**config.mk**
```make
export PLATFORM = sky130hd
export DESIGN_NAME = lat_prio_arb
export DESIGN_NICKNAME = d
export VERILOG_FILES = /design/src/rtl/arb_pkg.sv /design/src/rtl/arb_cfg.sv /design/src/rtl/arb_lat_ctr.sv /design/src/rtl/arb_pick.sv /design/src/rtl/lat_prio_arb.sv
export SDC_FILE = /design/constraint.sdc
export NUM_CORES = 1
export LEC_CHECK = 0
export CAP_MARGIN = 20
export CORE_UTILIZATION = 50
export DETAILED_ROUTE_END_ITERATION = 8
export HOLD_SLACK_MARGIN = 0.02
export PLACE_DENSITY_LB_ADDON = 0.2
export SLEW_MARGIN = 20
export SYNTH_ARGS = -nofsm -noshare
export SYNTH_HDL_FRONTEND = slang
export SYNTH_SLANG_ARGS = --single-unit
```
**constraint.sdc**
```tcl
create_clock -name clk -period 6.6 [get_ports clk]
set_input_delay 1.32 -clock clk [delete_from_list [all_inputs] [get_ports clk]]
set_output_delay 1.32 -clock clk [all_outputs]
set_load 0.005 [all_outputs]
```
**src/rtl/arb_pkg.sv**
```systemverilog
package arb_pkg;
    localparam int N_INIT = 4;
    localparam int N_LAT  = 3;
    localparam int PRIO_W = 2;
    localparam int IDX_W  = $clog2(N_INIT);
    localparam int ADDR_W = 3;
    localparam int DATA_W = 16;
    localparam int LAT_LSB = 8;

    localparam logic [ADDR_W-1:0] A_LAT_EN  = 3'd0;
    localparam logic [ADDR_W-1:0] A_CPU_PRI = 3'd1;
    localparam logic [ADDR_W-1:0] A_PCI     = 3'd2;
    localparam logic [ADDR_W-1:0] A_EMP     = 3'd3;
    localparam logic [ADDR_W-1:0] A_DMA     = 3'd4;

    typedef enum logic {
        ST_IDLE,
        ST_GRANT
    } arb_state_e;
endpackage

```
**src/rtl/arb_cfg.sv**
```systemverilog
module arb_cfg
    import arb_pkg::*;
#(
    parameter int LAT_W = 8,
    parameter logic [LAT_W-1:0] LAT_RST = 16
) (
    input  logic                               clk,
    input  logic                               rst_n,
    input  logic                               cfg_we,
    input  logic [ADDR_W-1:0]                  cfg_addr,
    input  logic [DATA_W-1:0]                  cfg_wdata,
    output logic [N_LAT-1:0]                   lat_en,
    output logic [N_INIT-1:0][PRIO_W-1:0]      prio,
    output logic [N_LAT-1:0][LAT_W-1:0]        lat_val
);
    always_ff @(posedge clk or negedge rst_n) begin
        if (!rst_n) begin
            lat_en <= '0;
            for (int i = 0; i < N_INIT; i++) prio[i] <= PRIO_W'(i);
            for (int i = 0; i < N_LAT; i++) lat_val[i] <= LAT_RST;
        end else if (cfg_we) begin
            case (cfg_addr)
                A_LAT_EN:  lat_en <= cfg_wdata[N_LAT-1:0];
                A_CPU_PRI: prio[N_INIT-1] <= cfg_wdata[PRIO_W-1:0];
                A_PCI, A_EMP, A_DMA: begin
                    prio[cfg_addr - A_PCI]    <= cfg_wdata[PRIO_W-1:0];
                    lat_val[cfg_addr - A_PCI] <= cfg_wdata[LAT_LSB +: LAT_W];
                end
                default: ;
            endcase
        end
    end
endmodule

```
**src/rtl/arb_lat_ctr.sv**
```systemverilog
module arb_lat_ctr #(
    parameter int LAT_W = 8
) (
    input  logic             clk,
    input  logic             rst_n,
    input  logic             en,
    input  logic             req,
    input  logic             gnt,
    input  logic [LAT_W-1:0] val,
    output logic             expired
);
    logic [LAT_W-1:0] cnt_q;

    always_ff @(posedge clk or negedge rst_n) begin
        if (!rst_n)                cnt_q <= '0;
        else if (!en || !req || gnt) cnt_q <= val;
        else if (cnt_q != '0)      cnt_q <= cnt_q - 1'b1;
    end

    assign expired = en && req && (cnt_q == '0);

    a_r6_reload: assert property (@(posedge clk) disable iff (!rst_n)
        (!en || !req || gnt) |=> cnt_q == $past(val));
    a_r5_count_down: assert property (@(posedge clk) disable iff (!rst_n)
        (en && req && !gnt && cnt_q != '0) |=> cnt_q == $past(cnt_q) - 1'b1);
endmodule

```
**src/rtl/arb_pick.sv**
```systemverilog
module arb_pick
    import arb_pkg::*;
(
    input  logic [N_INIT-1:0]              req,
    input  logic [N_LAT-1:0]               expired,
    input  logic [N_INIT-1:0][PRIO_W-1:0]  prio,
    output logic [IDX_W-1:0]               win_idx,
    output logic                           win_vld
);
    logic [N_INIT-1:0] exp_ext;
    logic [N_INIT-1:0] cand;
    logic [PRIO_W-1:0] best_p;

    assign exp_ext = {{(N_INIT-N_LAT){1'b0}}, expired};
    assign cand    = (|expired) ? exp_ext : req;

    always_comb begin
        win_idx = '0;
        win_vld = 1'b0;
        best_p  = '1;
        for (int i = 0; i < N_INIT; i++) begin
            if (cand[i] && (!win_vld || prio[i] < best_p)) begin
                win_idx = IDX_W'(i);
                best_p  = prio[i];
                win_vld = 1'b1;
            end
        end
    end
endmodule

```
**src/rtl/lat_prio_arb.sv**
```systemverilog
module lat_prio_arb
    import arb_pkg::*;
#(
    parameter int LAT_W = 8,
    parameter logic [LAT_W-1:0] LAT_RST = 16
) (
    input  logic        clk,
    input  logic        rst_n,
    input  logic [3:0]  req_i,
    input  logic [3:0]  done_i,
    output logic [3:0]  gnt_o,
    input  logic        cfg_we,
    input  logic [2:0]  cfg_addr,
    input  logic [15:0] cfg_wdata
);
    logic [N_LAT-1:0]              lat_en;
    logic [N_INIT-1:0][PRIO_W-1:0] prio;
    logic [N_LAT-1:0][LAT_W-1:0]   lat_val;
    logic [N_LAT-1:0]              expired;
    logic [IDX_W-1:0]              win_idx;
    logic                          win_vld;
    logic [N_INIT-1:0]             gnt_q;
    logic                          release_w;
    arb_state_e                    state_q, state_d;

    arb_cfg #(.LAT_W(LAT_W), .LAT_RST(LAT_RST)) u_cfg (
        .clk(clk), .rst_n(rst_n), .cfg_we(cfg_we), .cfg_addr(cfg_addr),
        .cfg_wdata(cfg_wdata), .lat_en(lat_en), .prio(prio), .lat_val(lat_val)
    );

    for (genvar g = 0; g < N_LAT; g++) begin : g_ctr
        arb_lat_ctr #(.LAT_W(LAT_W)) u_ctr (
            .clk(clk), .rst_n(rst_n), .en(lat_en[g]), .req(req_i[g]),
            .gnt(gnt_q[g]), .val(lat_val[g]), .expired(expired[g])
        );
    end

    arb_pick u_pick (
        .req(req_i), .expired(expired), .prio(prio),
        .win_idx(win_idx), .win_vld(win_vld)
    );

    assign release_w = |(done_i & gnt_q);

    always_ff @(posedge clk or negedge rst_n) begin
        if (!rst_n) state_q <= ST_IDLE;
        else        state_q <= state_d;
    end

    always_comb begin
        state_d = state_q;
        unique case (state_q)
            ST_IDLE:  if (win_vld)   state_d = ST_GRANT;   // award
            ST_GRANT: if (release_w) state_d = ST_IDLE;    // release
            default:  state_d = ST_IDLE;
        endcase
    end

    always_ff @(posedge clk or negedge rst_n) begin
        if (!rst_n) begin
            gnt_q <= '0;
        end else begin
            unique case (state_q)
                ST_IDLE:  if (win_vld)   gnt_q <= N_INIT'(1) << win_idx;
                ST_GRANT: if (release_w) gnt_q <= '0;
                default:  gnt_q <= '0;
            endcase
        end
    end

    assign gnt_o = gnt_q;

    a_r2_onehot: assert property (@(posedge clk) disable iff (!rst_n)
        $onehot0(gnt_q));
    a_r2_gnt_to_req: assert property (@(posedge clk) disable iff (!rst_n)
        (state_q == ST_IDLE && win_vld) |=> (gnt_q & $past(req_i)) != '0);
    a_r8_hold: assert property (@(posedge clk) disable iff (!rst_n)
        (gnt_q != '0 && (done_i & gnt_q) == '0) |=> gnt_q == $past(gnt_q));
    a_r8_release: assert property (@(posedge clk) disable iff (!rst_n)
        ((done_i & gnt_q) != '0) |=> gnt_q == '0);
    a_r9_state_match: assert property (@(posedge clk) disable iff (!rst_n)
        (state_q == ST_GRANT) == (gnt_q != '0));
endmodule

```
---- After elaboration in Yosys (flattened, before gate mapping) ----
Cells that the tools add are included.
operators by class
  eq/ne operators ......................... 6
  reduce and logical (&&, ||, !) cells .... 46
  multiplexer cells ....................... 30
  $lt $le $gt $ge ......................... 5
  shift-type cells ........................ 1
  add/subtract/negate cells ............... 4
  bitwise gates (word level) .............. 2
operator list
  cell                   number
  $mux W8                7
  $bwmux W24             1
  $logic_not A8 Y1       3
  $reduce_bool A8 Y1     3
  $sub A8 B1 Y8 const B  3
  $demux W8 S2           1
  $mux W2                6
  $mux W4                3
  $logic_and A1 B1 Y1    10
  $logic_not A1 Y1       9
  $logic_or A1 B1 Y1     9
  $bwmux W8              1
  $pmux W4 S2            1
  $reduce_and A2 Y1      4
  $reduce_bool A2 Y1     4
  $mux W1                7
  $eq A3 B2 Y1 const B   2
  $lt A2 B2 Y1           3
  $reduce_or A3 Y1       2
  $and A4 B4 Y4          1
  $demux W2 S2           1
  $pmux W2 S2            1
  $reduce_or A4 Y1       1
  $shl A1 B2 Y4 const A  1
  10 further kinds       10
storage, ports and cells
  flip-flop bits (word level) ............. 64
  logic and storage cells ................. 107
  output and inout port bits .............. 4

---- Longest topological paths before layout ----
  word-level depth ........................ 20
  depth in mapped cells ................... 18

---- Modules after synthesis ----
Synthesis repeated with hierarchy kept, for this count alone.
unflattened totals
  cells, all modules ...................... 326
  area, all modules ....................... 3479.6 um^2
by module, submodules not included
  module        times used  cells each  sequential area each (um^2)  area each (um^2)
  arb_lat_ctr   3           59          200.2                        526.8
  arb_cfg       1           82          884.6                        1372.6
  arb_pick      1           39          0.0                          271.5
  lat_prio_arb  1           28          125.1                        255.2

---- Worst setup path after synthesis ----
Ideal clock, no wire load.
  kind .................................... input-to-reg
  from .................................... input port req_i[2]
  to ...................................... register gnt_q[0], in the netlist gnt_o[0]
  setup slack ............................. 2466 ps
  library setup time ...................... 124 ps
  cell stages on the path ................. 15
  required time ........................... 6476 ps
  data arrival time ....................... 4011 ps
  path buffers ............................ 1
  cell sequence ........................... clkbuf_1 > nand4_4 > nand3_1 > a21o_1 > o21ai_0 > ha_1 > nor3b_1 > a31oi_4 > mux2_4 > ha_1 > nor2_1 > and3_1 > o21ai_0 > o211ai_1 > o21ai_1
on the way
  cells in the longest elaborated chain, start to end .. 20
  elaborated cells between the ends (all ways) .. 31
  those cells by class .................... 3 x order compare; 1 x eq/ne; 1 x shift; 13 x mux; 13 x reduce/logical
RTL lines
  element                                           RTL line            RTL
  start: declaration                                lat_prio_arb.sv:9   input logic [3:0] req_i,
  $logic_and A1 B1 Y1 (2 in series)                 arb_lat_ctr.sv:20   assign expired = en && req && (cnt_q == '0);
  $reduce_or A3 Y1                                  arb_pick.sv:15      assign cand = (|expired) ? exp_ext : req;
  $mux W4 (*)                                       arb_pick.sv:15
  $mux W2 or $mux W1 (tied branches)                arb_pick.sv:22      if (cand[i] && (!win_vld || prio[i] < best_p)) begin
  $lt A2 B2 Y1 or $logic_not A1 Y1 (tied branches)  arb_pick.sv:22
  $logic_or A1 B1 Y1                                arb_pick.sv:22
  $logic_and A1 B1 Y1                               arb_pick.sv:22
  $mux W2 or $mux W1 (tied branches)                arb_pick.sv:22
  [... 3 more ...]                                  -
  $mux W2 or $mux W1 (tied branches)                arb_pick.sv:22
  $lt A2 B2 Y1 or $logic_not A1 Y1 (tied branches)  arb_pick.sv:22
  $logic_or A1 B1 Y1                                arb_pick.sv:22
  $logic_and A1 B1 Y1                               arb_pick.sv:22
  $mux W2                                           arb_pick.sv:22
  $shl A1 B2 Y4                                     lat_prio_arb.sv:64  ST_IDLE: if (win_vld) gnt_q <= N_INIT'(1) << win_idx;
  $mux W4                                           lat_prio_arb.sv:64
  $pmux W4 S2                                       lat_prio_arb.sv:63  unique case (state_q)
  end signal: assignment                            lat_prio_arb.sv:64
  end: declaration                                  lat_prio_arb.sv:22  logic [N_INIT-1:0] gnt_q;
Mark *: on every way between the ends. The rest lies on a longest branch, timed or not. The select of a mux whose other input is x is not followed.
A chain may end at the register's enable or synchronous reset.

---- Worst setup path in the final report ----
  from .................................... input port req_i[1]
  to ...................................... register gnt_q[1], in the netlist gnt_o[1]
Same word-level chain as after synthesis.

==> run summary <==
Final hold vios - 0
DR vias/cell - 5.65
Hold buffers post-CTS - 0
Pin count of the biggest net entering global routing - 65
R2R depth - 17
Fin crit period - 4.72 ns
CP startpoint - req_i[1]
Port bufs - 28
Drt first-iter violations - 148
Sw Ratio - 0.337
Share of the synthesized area in the top cell type - 0.406
Worst-Skew Late Latency - 0.33 ns
Crit path arrival time - 4.94 ns
Leakage - 1.67 nW
Pwr Density - 365 mW/mm2
Area grow syn2layout - 16.5%
TNS Setup - 0 ns
Worst Hold Launch - u_cfg.lat_val[7]
CTS resizes - 0
Hold Slack - 0.508 ns
GRT Resource Usage Total - 0.222
Sequential-to-total area share from yosys stat - 0.458
RSZ-0062 raised after global routing - no
CORE AREA - 0.00679 mm2
Fraction of synthesis flops using an asynchronous set or reset pin - 1.00
Synthesized area - 0.00351 mm2
WS Path Type - primary input to flip-flop
Post-synthesis cell count - 331
DP HPWL - 5.20 mm
Max_cap viols - 0
Clk_skew - 0.0105 ns
Final setup viols - 0
Final instance area - 0.00409 mm2
Hold depth - 1
First-pass GRT wire length - 12.5 mm
Vias in the first global route - 2616
# Post-CTS Setup Buffers - 0
Starting Density - 0.517
Die height - 85.8 um
Clock transition at path regs - 0.07 ns
CTS H-tree depth - 3
Status - completed
Initial antenna violation count - 0
Cell variety after synth - 58
CP Capture Type - flip-flop
DR WL/cell - 15.8 um
Slew @ Worst Pin - 0.942 ns
R2r startpoint - g_ctr[2].u_ctr.cnt_q[0]
Worst VDD drop - 0.000203 V
P_sw - 503 uW
Hold Path Class - flip-flop to flip-flop
Inserted Clock Buffers - 9
Slew headroom - 0.370
Yosys Warn Count - 0
Syn Area/Cell - 10.6 um2
Register share of total power - 0.445
Layout cell share with drive strength beyond 1 - 0.230
Grt ovf - 0
Leading area contributor after synthesis - dfrtp_1
Total Nets Final - 400
CTS tree - yes
Combinational cell fraction of total power - 0.299
Final GP Congestion - 0.848
Final Max Slew Viols - 0
Clock Tree Buf Depth - 2
Final worst slack - 1.88 ns
Die width - 85.8 um
Synth top area cells - dfrtp_1 (41%), mux2_2 (11%), dfstp_2 (5.2%), nor2_1 (4.7%), ha_1 (3.2%)
Sink Count - 64
Syn nets - 370
Detailed Routing Iterations Pass 1 - 6
FMAX - 212 MHz
Main synth FF type - dfrtp_1
Post-route ant nets - 0
Crit share post-route - 0.716
Standard-cell rows - 30
Num ports - 34
CP required - 6.82 ns
Die ar. - 0.00737 mm2
Vias - 2611
Drt total wl - 7.29 mm
Dpl ws - 1.55 ns
Pint - 992 uW
Post-synth EDFFs - 0
Clock Power Share - 0.256
Post-DP Area - 0.00387 mm2
CTS Root Cell - clkbuf_8
Antenna diodes - 0
Crit start category - primary input
Drc violations - 0
#FFs+latches synth - 64
Worst-path maximum fanout - 6
[critical path, cell delays in order]
cell and delay (ns):
clkdlybuf4s50_1 0.61, and4bb_2 0.28, nand3_2 0.17, and3_4 0.25, nor2_1 0.09, o21ai_0 0.12
ha_1 0.23, nor3b_1 0.48, a31oi_4 0.17, mux2_4 0.32, ha_1 0.20, nor2_1 0.13
and3_1 0.16, o21ai_0 0.07, o211ai_1 0.24, o21ai_1 0.09
[Yosys cell counts, types with 4 or more instances]
| cell | instances |
|---|---|
| xor2_1 | 5 |
| inv_1 | 10 |
| o21ai_1 | 5 |
| dfrtp_1 | 57 |
| clkbuf_1 | 5 |
| dfstp_2 | 7 |
| xnor2_1 | 4 |
| o22ai_1 | 4 |
| a211oi_1 | 8 |
| a21oi_1 | 13 |
| nand3_1 | 8 |
| ha_1 | 9 |
| nor2_1 | 44 |
| mux2_2 | 34 |
| nand2_1 | 28 |
| nor3_1 | 10 |
| o21ai_0 | 10 |
| or3_1 | 8 |
[path summary, 6_finish.rpt]
path                                      endpoint  slack, ns
min reg2reg                       u_cfg.lat_val[7]       0.51
max                                       gnt_o[1]       1.88
max in group asynchronous        u_cfg.lat_val[23]       4.91
min in group asynchronous  g_ctr[0].u_ctr.cnt_q[1]       1.16
min                               u_cfg.lat_val[7]       0.51
max reg2reg                               gnt_o[1]       2.70
[power by group through the flow]
stage	logic (mW)	clock network, mW	registers (mW)
floorplan	0.357	0	0.632
global placement	0.431	0	0.665
detailed placement	0.444	0	0.670
global route	0.504	0.412	0.686
finish	0.447	0.382	0.665
CTS	0.449	0.391	0.664
[flip-flops by register name, summed over array words and instances (netlist names)]
name               count
g_ctr.u_ctr.cnt_q     24
u_cfg.lat_val         24
u_cfg.prio             8
gnt_o                  4
u_cfg.lat_en           3
state_q                1
[layer usage]
layer	wire length, um	track usage	share of wire
met1	3500	0.298	0.48
met2	3460	0.353	0.48
met3	191	0.0356	0.026
met4	135	0.106	0.019
met5	0	0	0
[cell families after synthesis]
| kind of cell | share of synthesized area |
|---|---|
| buffers and inverters | 0.0260 |
| multiplexers | 0.113 |
| AND/OR/NAND/NOR | 0.210 |
| AO/OA/AOI/OAI | 0.137 |
| adder cells (fa/ha/maj) | 0.0321 |
| flip-flops | 0.458 |
| XOR/XNOR | 0.0224 |
[stage by stage]
step | util | instances | total power, mW
3_5_place_dp | 0.570 | 446 | 1.11
3_3_place_gp | 0.570 | 446 | 1.10
4_1_cts | 0.603 | 462 | 1.50
6_report | 0.603 | 462 | 1.49
5_1_grt | 0.603 | 462 | 1.60
2_1_floorplan | - | 331 | 0.989
[cell usage in the layout, fill, tap and decap left out, types with 3 or more instances in the layout]
master / n
nand2_1: 28
clkdlybuf4s50_1: 27
dfrtp_1: 57
ha_1: 9
nand3_1: 8
o21ai_1: 5
nor2b_1: 3
inv_1: 10
a21oi_1: 13
xnor2_1: 4
o21ai_0: 10
nor3b_1: 3
dfstp_2: 7
mux2_2: 34
nor2_1: 44
xor2_1: 5
or2_2: 3
a211oi_1: 8
o22ai_1: 4
nor4_4: 3
nor3_1: 10
clkbuf_8: 11
or3_1: 8
o221a_2: 3
[cell type report]
type | instances | area [um2]
multi-input combinational | 246 | 1810
tap | 96 | 120
clock inverter | 3 | 65.1
fill | 559 | 2700
timing repair buffer | 30 | 290
inverter | 10 | 37.5
sequential | 64 | 1610
clock buffer | 13 | 159
Note: power is estimated with default switching activity, not from simulation.
